### src/rtl/ata_strb_pkg.sv
package ata_strb_pkg;

   localparam int unsigned TW_W        = 32;
   localparam int unsigned DAT_REC_LSB = 0;
   localparam int unsigned DAT_ACT_LSB = 4;
   localparam int unsigned TF_REC_LSB  = 8;
   localparam int unsigned TF_ACT_LSB  = 12;
   localparam int unsigned DAT_SU_LSB  = 19;
   localparam int unsigned TF_SU_LSB   = 22;
   localparam int unsigned UDMA_BIT    = 28;
   localparam int unsigned PH_W        = 4;
   localparam int unsigned SU_W        = 3;

   localparam logic [TW_W-1:0] TW_SAFE = TW_W'((1 << 25) - 1);

   typedef enum logic [1:0] {
      PH_IDLE  = 2'd0,
      PH_SETUP = 2'd1,
      PH_ACT   = 2'd2,
      PH_REC   = 2'd3
   } phase_e;

   typedef struct packed {
      logic [PH_W-1:0] act;
      logic [PH_W-1:0] rec;
      logic [SU_W-1:0] setup;
   } tim_s;

   function automatic tim_s pick_timing(input logic [TW_W-1:0] w, input logic tf);
      tim_s t;
      if (tf) begin
         t.act   = w[TF_ACT_LSB +: PH_W];
         t.rec   = w[TF_REC_LSB +: PH_W];
         t.setup = w[TF_SU_LSB  +: SU_W];
      end else begin
         t.act   = w[DAT_ACT_LSB +: PH_W];
         t.rec   = w[DAT_REC_LSB +: PH_W];
         t.setup = w[DAT_SU_LSB  +: SU_W];
      end
      return t;
   endfunction

endpackage

### src/rtl/ata_tw_regs.sv
module ata_tw_regs
   import ata_strb_pkg::*;
#(
   parameter int unsigned DEVS  = 2,
   parameter int unsigned DEV_W = 1
) (
   input  logic              clk,
   input  logic              rst_n,
   input  logic              wr_en,
   input  logic [DEV_W-1:0]  wr_dev,
   input  logic [TW_W-1:0]   wr_word,
   input  logic [DEV_W-1:0]  rd_dev,
   output logic [TW_W-1:0]   rd_word
);

   logic [TW_W-1:0] words [DEVS];

   for (genvar d = 0; d < DEVS; d++) begin : g_dev
      always_ff @(posedge clk) begin
         if (!rst_n) begin
            words[d] <= TW_SAFE;
         end else if (wr_en && (wr_dev == DEV_W'(d))) begin
            words[d] <= wr_word;
         end
      end
   end

   always_comb begin
      rd_word = TW_SAFE;
      for (int i = 0; i < DEVS; i++) begin
         if (rd_dev == DEV_W'(i)) rd_word = words[i];
      end
   end

endmodule

### src/rtl/ata_req_admit.sv
module ata_req_admit
   import ata_strb_pkg::*;
#(
   parameter int unsigned LEN_W = 8
) (
   input  logic              req_valid,
   input  logic              idle,
   input  logic              req_taskfile,
   input  logic [LEN_W-1:0]  req_len,
   input  logic [TW_W-1:0]   word,
   output logic              start,
   output logic              reject,
   output tim_s              tim
);

   logic take;

   always_comb begin
      take   = req_valid && idle && (req_len != '0);
      reject = take && !req_taskfile && word[UDMA_BIT];
      start  = take && !reject;
      tim    = pick_timing(word, req_taskfile);
   end

endmodule

### src/rtl/ata_phase_seq.sv
module ata_phase_seq
   import ata_strb_pkg::*;
#(
   parameter int unsigned LEN_W = 8
) (
   input  logic              clk,
   input  logic              rst_n,
   input  logic              start,
   input  tim_s              tim_in,
   input  logic              write_in,
   input  logic [LEN_W-1:0]  len_in,
   output logic              busy,
   output logic              active,
   output logic              last_act,
   output logic              dir_wr
);

   phase_e           phase;
   logic [PH_W-1:0]  cnt;
   logic [LEN_W-1:0] left;
   tim_s             tim_q;
   logic             wr_q;
   logic             cnt_zero;

   assign cnt_zero = (cnt == '0);

   always_ff @(posedge clk) begin
      if (!rst_n) begin
         phase <= PH_IDLE;
         cnt   <= '0;
         left  <= '0;
         tim_q <= '0;
         wr_q  <= 1'b0;
      end else begin
         unique case (phase)
            PH_IDLE: begin
               if (start) begin
                  phase <= PH_SETUP;
                  cnt   <= PH_W'(tim_in.setup);
                  left  <= len_in;
                  tim_q <= tim_in;
                  wr_q  <= write_in;
               end
            end
            PH_SETUP: begin
               if (cnt_zero) begin
                  phase <= PH_ACT;
                  cnt   <= tim_q.act;
               end else begin
                  cnt <= cnt - 1'b1;
               end
            end
            PH_ACT: begin
               if (cnt_zero) begin
                  phase <= PH_REC;
                  cnt   <= tim_q.rec;
               end else begin
                  cnt <= cnt - 1'b1;
               end
            end
            PH_REC: begin
               if (!cnt_zero) begin
                  cnt <= cnt - 1'b1;
               end else if (left == LEN_W'(1)) begin
                  phase <= PH_IDLE;
                  left  <= '0;
               end else begin
                  phase <= PH_ACT;
                  cnt   <= tim_q.act;
                  left  <= left - 1'b1;
               end
            end
            default: phase <= PH_IDLE;
         endcase
      end
   end

   assign busy     = (phase != PH_IDLE);
   assign active   = (phase == PH_ACT);
   assign last_act = active && cnt_zero;
   assign dir_wr   = wr_q;

endmodule

### src/rtl/ata_strobe_gen.sv
module ata_strobe_gen
   import ata_strb_pkg::*;
#(
   parameter int unsigned DEVS  = 2,
   parameter int unsigned LEN_W = 8,
   localparam int unsigned DEV_W = (DEVS > 1) ? $clog2(DEVS) : 1
) (
   input  logic             clk,
   input  logic             rst_n,
   input  logic             cfg_we,
   input  logic [DEV_W-1:0] cfg_dev,
   input  logic [TW_W-1:0]  cfg_word,
   input  logic             req_valid,
   input  logic [DEV_W-1:0] req_dev,
   input  logic             req_taskfile,
   input  logic             req_write,
   input  logic [LEN_W-1:0] req_len,
   output logic             busy,
   output logic             rd_n,
   output logic             wr_n,
   output logic             cyc_done,
   output logic             req_err
);

   if (DEVS < 2) begin : g_bad_devs
      $error("ata_strobe_gen: DEVS must be at least 2");
   end
   if (LEN_W < 1 || LEN_W > 16) begin : g_bad_len
      $error("ata_strobe_gen: LEN_W must be 1..16");
   end

   logic [TW_W-1:0] sel_word;
   logic            start;
   logic            reject;
   tim_s            tim;
   logic            active;
   logic            last_act;
   logic            dir_wr;
   logic            err_q;

   ata_tw_regs #(.DEVS(DEVS), .DEV_W(DEV_W)) u_regs (
      .clk     (clk),
      .rst_n   (rst_n),
      .wr_en   (cfg_we),
      .wr_dev  (cfg_dev),
      .wr_word (cfg_word),
      .rd_dev  (req_dev),
      .rd_word (sel_word)
   );

   ata_req_admit #(.LEN_W(LEN_W)) u_admit (
      .req_valid    (req_valid),
      .idle         (!busy),
      .req_taskfile (req_taskfile),
      .req_len      (req_len),
      .word         (sel_word),
      .start        (start),
      .reject       (reject),
      .tim          (tim)
   );

   ata_phase_seq #(.LEN_W(LEN_W)) u_seq (
      .clk      (clk),
      .rst_n    (rst_n),
      .start    (start),
      .tim_in   (tim),
      .write_in (req_write),
      .len_in   (req_len),
      .busy     (busy),
      .active   (active),
      .last_act (last_act),
      .dir_wr   (dir_wr)
   );

   always_ff @(posedge clk) begin
      if (!rst_n) err_q <= 1'b0;
      else        err_q <= reject;
   end

   assign rd_n     = !(active && !dir_wr);
   assign wr_n     = !(active &&  dir_wr);
   assign cyc_done = last_act;
   assign req_err  = err_q;

endmodule

### config.mk
export PLATFORM = sky130hd
export DESIGN_NAME = ata_strobe_gen
export DESIGN_NICKNAME = d
export VERILOG_FILES = /design/src/rtl/ata_strb_pkg.sv /design/src/rtl/ata_tw_regs.sv /design/src/rtl/ata_req_admit.sv /design/src/rtl/ata_phase_seq.sv /design/src/rtl/ata_strobe_gen.sv
export SDC_FILE = /design/constraint.sdc
export NUM_CORES = 1
export LEC_CHECK = 0
export ABC_AREA = 1
export CAP_MARGIN = 10
export CORE_MARGIN = 4
export CORE_UTILIZATION = 57
export DETAILED_ROUTE_END_ITERATION = 8
export PLACE_DENSITY_LB_ADDON = 0.25
export SETUP_SLACK_MARGIN = 0.5
export SLEW_MARGIN = 20
export SYNTH_ARGS = -nofsm -noshare
export SYNTH_HDL_FRONTEND = slang
export SYNTH_HIERARCHICAL = 1
export SYNTH_SLANG_ARGS = --single-unit
### constraint.sdc
create_clock -name clk -period 6 [get_ports clk]
set_input_delay 0.6 -clock clk [delete_from_list [all_inputs] [get_ports clk]]
set_output_delay 0.6 -clock clk [all_outputs]
set_load 0.005 [all_outputs]
# Word-level counts from Yosys, hierarchy flattened

Memory sizes are Yosys's and may differ from the RTL's.
Cells that the tools add are included.

Register bits after elaboration: 24
RAM bits: 64
Input port bits: 48
Output and inout bits: 5
Word-level logic and storage cells: 74
Memories: 1

$add $sub $neg: 2
Equal/unequal tests: 9
Mux-type cells: 27
Bitwise gates (word level): 3
Reduce and logical (&&, ||, !) cells: 25

Memories:

| memory       | words | bits a word | rd ports | clocked after Yosys merged registers in | write ports | RTL line          | text |
|---|---|---|---|---|---|---|---|
| u_regs.words | 2     | 32          | 2        | 0                                       | 2           | ata_tw_regs.sv:16 | `logic [TW_W-1:0] words [DEVS];` |

Operators by type and width:

| kind                                                                | count |
|---|---|
| 32-bit 2-to-1 mux                                                   | 2 |
| 29-bit 2-to-1 mux                                                   | 1 |
| 8-bit 2-to-1 mux                                                    | 3 |
| 4-bit 2-to-1 mux                                                    | 5 |
| 4-bit case mux with 4 select lines                                  | 1 |
| 8-bit case mux with 2 select lines                                  | 1 |
| 11-bit 2-to-1 mux                                                   | 1 |
| 1-bit logical AND                                                   | 10 |
| 2-bit 2-to-1 mux                                                    | 5 |
| 8-bit by 1-bit == test with 1-bit output (second input constant)    | 1 |
| 2-bit case mux with 4 select lines                                  | 1 |
| 8-bit nonzero test                                                  | 1 |
| 8-bit by 1-bit subtractor with 8-bit output (second input constant) | 1 |
| 1-bit 2-to-1 mux                                                    | 7 |
| 1-bit zero test                                                     | 6 |
| 2-bit by 1-bit != test with 1-bit output (second input constant)    | 3 |
| 2-bit == test (second input constant)                               | 2 |
| 4-bit zero test                                                     | 1 |
| 2-bit AND reduction                                                 | 2 |
| 4-bit AND reduction                                                 | 1 |
| 2-bit nonzero test                                                  | 2 |
| 4-bit by 1-bit subtractor with 4-bit output (second input constant) | 1 |
| 3-bit != test (second input constant)                               | 1 |
| 3-bit AND reduction                                                 | 1 |
| other kinds (5)                                                     | 6 |

# Longest topological paths before layout

Gate-level depths: netlist of the first run.

Word-level depth: 10
Depth in mapped cells: 12
Mapped depth without buffers: 10

# By module

Netlist of the first run, hierarchy kept.

Modules (own cells, without submodules):

| module         | times used | cells an instance | area an instance (sq um) | seq. area each (sq um) |
|---|---|---|---|---|
| ata_tw_regs    | 1          | 286               | 3,263.1                  | 1,921.8 |
| ata_phase_seq  | 1          | 214               | 1,423.9                  | 460.4 |
| ata_req_admit  | 1          | 48                | 201.4                    | 0.0 |
| ata_strobe_gen | 1          | 7                 | 42.5                     | 20.0 |

# Worst setup path after synthesis of the first run

Ideal clock, no wire load.

Path type: input-to-reg
Start point: in cfg_dev
End point: mem u_regs.words[1][0], enable pin
Setup time: 466 ps
Data arrival time: 3,098 ps
Required time: 5,534 ps
Slack: 2,436 ps
Cell stages on the path: 3
Buffers on the path: 1
Path through: buf_6 inv_8 o21ai_0

RTL lines:

| what            | RTL line             | text |
|---|---|---|
| start, declared | ata_strobe_gen.sv:11 | `input logic [DEV_W-1:0] cfg_dev,` |
| end, declared   | ata_tw_regs.sv:16    |  |

# Worst setup path in the final report of the first run

Start point: reg u_seq.cnt[0]
End point: out cyc_done

Cells in the longest elaborated chain, start to end: 2

Ends and longest elaborated chain:

| what                   | RTL line             | text |
|---|---|---|
| start, declared        | ata_phase_seq.sv:19  | `logic [PH_W-1:0] cnt;` |
| start signal, assigned | ata_phase_seq.sv:39  | `cnt <= PH_W'(tim_in.setup);` |
| start signal, assigned | ata_phase_seq.sv:48  | `cnt <= tim_q.act;` |
| start signal, assigned | ata_phase_seq.sv:50  | `cnt <= cnt - 1'b1;` |
| 4-bit zero test        | ata_phase_seq.sv:25  | `assign cnt_zero = (cnt == '0);` |
| 1-bit logical AND      | ata_phase_seq.sv:80  | `assign last_act = active && cnt_zero;` |
| end, declared          | ata_strobe_gen.sv:21 | `output logic cyc_done,` |

Every way passes these cells.

==> results of run 1 <==
==> per-layer routing <==
| layer | vias up | wire length, um |
|---|---|---|
| li1 | 1658 | - |
| met1 | 1495 | 3260 |
| met2 | 80 | 4110 |
| met3 | 2 | 430 |
| met4 | 0 | 31 |
| met5 | - | 0 |
==> registers in the layout (all words and copies together), names as in the netlist <==
| signal | cells |
|---|---|
| req_err | 1 |
| u_regs/words | 46 |
| u_seq/cnt | 4 |
| u_seq/dir_wr | 1 |
| u_seq/left | 8 |
| u_seq/phase | 2 |
| u_seq/tim_q | 8 |
==> critical path, cell delays in order, from the launching register on <==
cell	delay (ns)
sky130_fd_sc_hd__dfxtp_1	0.31
sky130_fd_sc_hd__inv_1	0.13
sky130_fd_sc_hd__ha_1	0.38
sky130_fd_sc_hd__nand2_2	0.18
sky130_fd_sc_hd__nor2_1	0.16
sky130_fd_sc_hd__clkdlybuf4s50_1	0.52
==> worst max-delay path by stage <==
stage,to,slack (ns),start,cells after the start
finish,cyc_done,3.38,u_seq/cnt[0]$_SDFFE_PN0P_,5
floorplan,u_regs/words[1][0]$_SDFFCE_PN1P_,3.09,cfg_dev,3
global route,cyc_done,3.24,u_seq/cnt[0]$_SDFFE_PN0P_,5
global placement,u_regs/words[1][4]$_SDFFCE_PN1P_,3.04,cfg_we,4
CTS,cyc_done,3.39,u_seq/cnt[0]$_SDFFE_PN0P_,5
detailed placement,u_seq/left[5]$_SDFFE_PN0P_,3.11,req_taskfile,8
==> where the power goes <==
group	internal [mW]	switching, mW	total (mW)
Clock	0.189	0.175	0.364
Sequential	0.603	0.0560	0.659
Combinational	0.227	0.376	0.603
Total	1.02	0.607	1.63
==> layout make-up <==
class                           count  area, sq um  share of cell area
Clock buffer                        9          124              0.0272
Clock inverter                      6         63.8              0.0140
Inverter                           81          312              0.0683
Multi-Input combinational cell    300         1630               0.357
Sequential cell                    70         1860               0.408
Tap cell                           96          120              0.0263
Timing Repair Buffer               47          450              0.0987
==> results.cfg, run 1 <==
[placed_design]
cell_total_after_placement = 594
post-place-ws_ns = 3.11
dp.final_hpwl_um = 5180
area_post_placement_sq_um = 4370
finalWeightedCongestion = 0.873
io_buffer_count = 43

[clock_network]
clock_sinks = 70
cts_max_level = 3
clk_transition_reported_paths_ns = 0.07
cts_hold_buffers = 0
cts_tree = yes
cts.repair_timing.setup_buffer_count = 0
root_buffer = sky130_fd_sc_hd__clkbuf_8
cts_resized = 0
cts_inserted_buffers = 9
clockBufferDepth = 2
clock_latency_ns = 0.34

[global_route]
top_usage_layer = met2
gr_overflow_total = 0
grt_antenna_before_repair = 0
groute.layer.met2.usage = 0.349
grtUsageMet3 = 0.0523
grt_use_met1 = 0.207
grt_start_max_net_pins = 73
groute.usage.overall = 0.185
first_global_vias = 2994
grt_pass1_wl_um = 12900

[cells_and_area]
num-fill-cells = 573
final_layout_size_suffix_gt1_frac = 0.129
mostFrequentLayoutCell = sky130_fd_sc_hd__nand2_1
layoutNonFillerInstCount = 609
antenna_cells_inserted = 0
areaGrowthSynthToFinish_pct = 10.4
finish.utilization = 0.661
layout.nets = 561
post-route-cell-area_sq_um = 4560
layout.cells.most_common_list = 108 x sky130_fd_sc_hd__nand2_1, 76 x sky130_fd_sc_hd__inv_1, 46 x sky130_fd_sc_hd__nand4_1, 46 x sky130_fd_sc_hd__edfxtp_1, 41 x sky130_fd_sc_hd__clkdlybuf4s50_1

[floorplanning]
placeableCoreArea_sq_um = 6910
die_w_um = 93.2
overall_die_height_um = 93.2
pin_count = 53
die_area_sq_um = 8680
initial_core_utilization = 0.599
placementRows = 30

[worst_hold_path]
timing.hold.worst_endpoint = u_seq/tim_q[10]$_SDFFE_PN0P_
hold_path_stages = 2
hold_path_startpoint = u_seq/tim_q[10]$_SDFFE_PN0P_
hp-class = register to register

[worst_setup_path]
criticalPathCategory = register to primary output
timing.critical_path.fanout_max = 10
cells_on_worst_reg2reg_path = 8
critPathArrivalTime_ns = 2.02
launch_point_of_the_worst_reg_to_reg_path = u_seq/phase[0]$_SDFFE_PN0P_
critical_path.reg2reg.endpoint = u_seq/left[5]$_SDFFE_PN0P_
reg2reg_slack_ns = 4.07
setup.worst_path.start_class = register
end_kind = primary output
critPathRequiredTime_ns = 5.40

[run]
drv.max_cap_violation_count = 0

[power]
power-per-cell-area_nw_per_um2 = 356
total_power_mw = 1.63
total_leakage_power_nw = 1.98
irDropWorstVdd_v = 0.000158

[timing]
finalCritPeriodShare = 0.436
final.setup.tns_ns = 0
worst_clock_skew_ns = 0.0118
fmax_mhz = 382
grt_setup_unrepaired = no
min_period_ns = 2.62
relSlewSlack = 0.332
worst_slew_pin_slew_ns = 1.00
drv_slew = 0
finalHoldViolCount = 0
setup_viol_count_final = 0
smallest_setup_slack_after_layout_ns = 3.38
hold_ws_ns = 0.458

[drt]
first_pass_iters = 4
drc_errors = 0
detail_route.vias_per_cell = 5.31
detailedRoute.firstIterationViolations = 145
detail-route-antenna-nets = 0
routed_wl_um = 7830
wire_per_inst_um = 12.9
routed-via-count = 3235

[yosys]
synth_area_sq_um = 4130
synth_nets = 535
post_synth.cell_area_avg_sq_um = 8.56
syn-instance-count = 483
yosysWarningCount = 6

[run_status]
status = finished, final reports clean
(Power assumes the default switching activity.)
==> run 2, diff against run 1 <==
==> constraint.sdc (replaced) <==
create_clock -name clk -period 2.7 [get_ports clk]
set_input_delay 0.27 -clock clk [delete_from_list [all_inputs] [get_ports clk]]
set_output_delay 0.27 -clock clk [all_outputs]
set_load 0.005 [all_outputs]
==> run 2 against run 1 <==
  * Flip-flop and latch count is the same
  * Register-to-register slack lost 3.4 ns
  * Count of clock-buffer cells in the layout grew 1
  * Critical path depth is the same
  * Utilization grew 0.54 points
  * Via count shrank 0.25%
  * Hold slack lost 0.094 ns
  * Combinational power grew 130%
  * Total power grew 130%
  * Non-clock buffer count grew 3
  * Critical endpoint unchanged
  * Highest routed layer unchanged
==> results.cfg, run 2 (synthesis results as in run 1) <==
[drt]
wire_per_inst_um = 13.4
drc_errors = 0
routed_wl_um = 8200
detailedRoute.firstIterationViolations = 152
detail-route-antenna-nets = 0
first_pass_iters = 5
detail_route.vias_per_cell = 5.26
routed-via-count = 3227

[timing]
final.setup.tns_ns = 0
drv_slew = 0
fmax_mhz = 487
relSlewSlack = 0.476
min_period_ns = 2.05
worst_clock_skew_ns = 0.0109
grt_setup_unrepaired = no
finalCritPeriodShare = 0.760
worst_slew_pin_slew_ns = 0.784
setup_viol_count_final = 0
finalHoldViolCount = 0

[global_route]
gr_overflow_total = 0
grt_antenna_before_repair = 0
groute.usage.overall = 0.193
grt_start_max_net_pins = 47
first_global_vias = 3080
grt_pass1_wl_um = 13300

[worst_setup_path]
setup.worst_path.start_class = register
critPathRequiredTime_ns = 2.43
worst_path_slowest_cell = sky130_fd_sc_hd__clkdlybuf4s50_1
slowest_delay_ns = 0.52
end_kind = primary output
reg2reg_slack_ns = 0.71
critPathArrivalTime_ns = 1.78
total_buffers_and_inverters_traversed_by_the_critical_path = 2
crit_path_cell_trace = inv_2 > ha_4 > nand2_2 > nor2_1 > clkdlybuf4s50_1
timing.critical_path.fanout_max = 10
path_delay_family = buffers and inverters
criticalPathCategory = register to primary output

[power]
clockPowerShare = 0.221
psw_mw = 1.39
total_leakage_power_nw = 1.99
internal_power_mw = 2.29
switching_share_of_power = 0.377
comb_pwr_share = 0.379
irDropWorstVdd_v = 0.000397
power.sequential.fraction = 0.399
power-per-cell-area_nw_per_um2 = 799

[clock_network]
root_buffer = sky130_fd_sc_hd__clkbuf_8
clockBufferDepth = 2
clk_transition_reported_paths_ns = 0.07
cts_max_level = 3
cts.repair_timing.setup_buffer_count = 0
cts_inserted_buffers = 9
cts_tree = yes
cts_hold_buffers = 0
clock_latency_ns = 0.34
clock_sinks = 70

[cells_and_area]
top_reg_by_flops = u_regs/words
layout.nets = 564
area_used_by_multi_input_combinational_logic_sq_um = 1640
largest_register_ffs = 46
layout.cells.most_common_list = 108 x sky130_fd_sc_hd__nand2_1, 74 x sky130_fd_sc_hd__inv_1, 46 x sky130_fd_sc_hd__nand4_1, 46 x sky130_fd_sc_hd__edfxtp_1, 41 x sky130_fd_sc_hd__clkdlybuf4s50_1
antenna_cells_inserted = 0
areaGrowthSynthToFinish_pct = 11.3
final_layout_size_suffix_gt1_frac = 0.139
mostFrequentLayoutCell = sky130_fd_sc_hd__nand2_1
largest_regs = u_regs/words x46, u_seq/left x8, u_seq/tim_q x8
register_area_sq_um = 1860
num-fill-cells = 598
finish.utilization = 0.666

[placed_design]
finalWeightedCongestion = 0.849
io_buffer_count = 43
dp.final_hpwl_um = 5420

[floorplanning]
overall_die_height_um = 93.2
placementRows = 30
die_area_sq_um = 8680
pin_count = 53
die_w_um = 93.2
initial_core_utilization = 0.599
placeableCoreArea_sq_um = 6910

[run]
drv.max_cap_violation_count = 0

[worst_hold_path]
hp-class = input port to register

[run_status]
status = finished, final reports clean
run 2: cell types whose count changed in the layout (fill, tap and decap cells not counted), sizes merged:
cell / previous run / this run
clkinv: 4 / 3
buf: 6 / 9
clkbuf: 9 / 10
clkinvlp: 1 / 2
run 2: power by group through the flow:
stage	Combinational [mW]	Sequential, mW	Clock [mW]
CTS	1.36	1.46	0.825
floorplan	1.11	1.46	0
finish	1.39	1.47	0.813
global placement	1.31	1.48	0
global route	1.58	1.49	0.869
detailed placement	1.34	1.48	0
run 2: area by class of cell:
| cell class | instances | area share |
|---|---|---|
| multi-input combinational | 300 | 0.357 |
| inverter | 81 | 0.0677 |
| clock buffer | 10 | 0.0277 |
| tap | 96 | 0.0261 |
| clock inverter | 6 | 0.0136 |
| timing repair buffer | 50 | 0.103 |
| sequential | 70 | 0.405 |
run 2: per-layer routing:
metal / vias to the layer above / track usage / part of all wire / routed length [um]
li1: 1658 / - / - / -
met1: 1465 / 0.219 / 0.43 / 3540
met2: 96 / 0.358 / 0.51 / 4150
met3: 8 / 0.0467 / 0.054 / 444
met4: 0 / 0.0537 / 0.0073 / 60
met5: - / 0 / 0 / 0
run 2: worst paths after layout:
kind	from	depth (start not counted)	to
max	u_seq/cnt[0]$_SDFFE_PN0P_	5	cyc_done
min	req_dev	6	req_err$_SDFF_PN0_
max reg2reg	u_seq/phase[0]$_SDFFE_PN0P_	8	u_seq/left[7]$_SDFFE_PN0P_
min reg2reg	u_seq/tim_q[8]$_SDFFE_PN0P_	2	u_seq/tim_q[8]$_SDFFE_PN0P_
run 2: worst register-to-register path, cell delays in order (launching register included):
cell and delay [ns]:
sky130_fd_sc_hd__dfxtp_1 0.39, sky130_fd_sc_hd__nor2_2 0.24, sky130_fd_sc_hd__inv_2 0.08, sky130_fd_sc_hd__inv_1 0.06, sky130_fd_sc_hd__nand2_1 0.06, sky130_fd_sc_hd__nor3_2 0.24
sky130_fd_sc_hd__nand2_2 0.33, sky130_fd_sc_hd__a21boi_0 0.37, sky130_fd_sc_hd__a21oi_1 0.11
run 2: timing repair:
item,CTS,global route
endpoints found under the setup margin,1,1
hold endpoints to repair,0,0
resized for setup,1,3
pin swaps,0,0
run 2: through the flow:
stage	hold WS, ns	cells	power, mW	area (sq um)	setup WS (ns)
4_1_cts	0.355	613	3.65	4590	0.515
3_3_place_gp	0.444	597	2.78	4390	0.498
3_5_place_dp	0.454	597	2.82	4400	0.536
2_1_floorplan	0.368	483	2.57	4130	0.746
5_1_grt	0.396	613	3.94	4600	0.545
6_report	0.364	613	3.68	4600	0.647
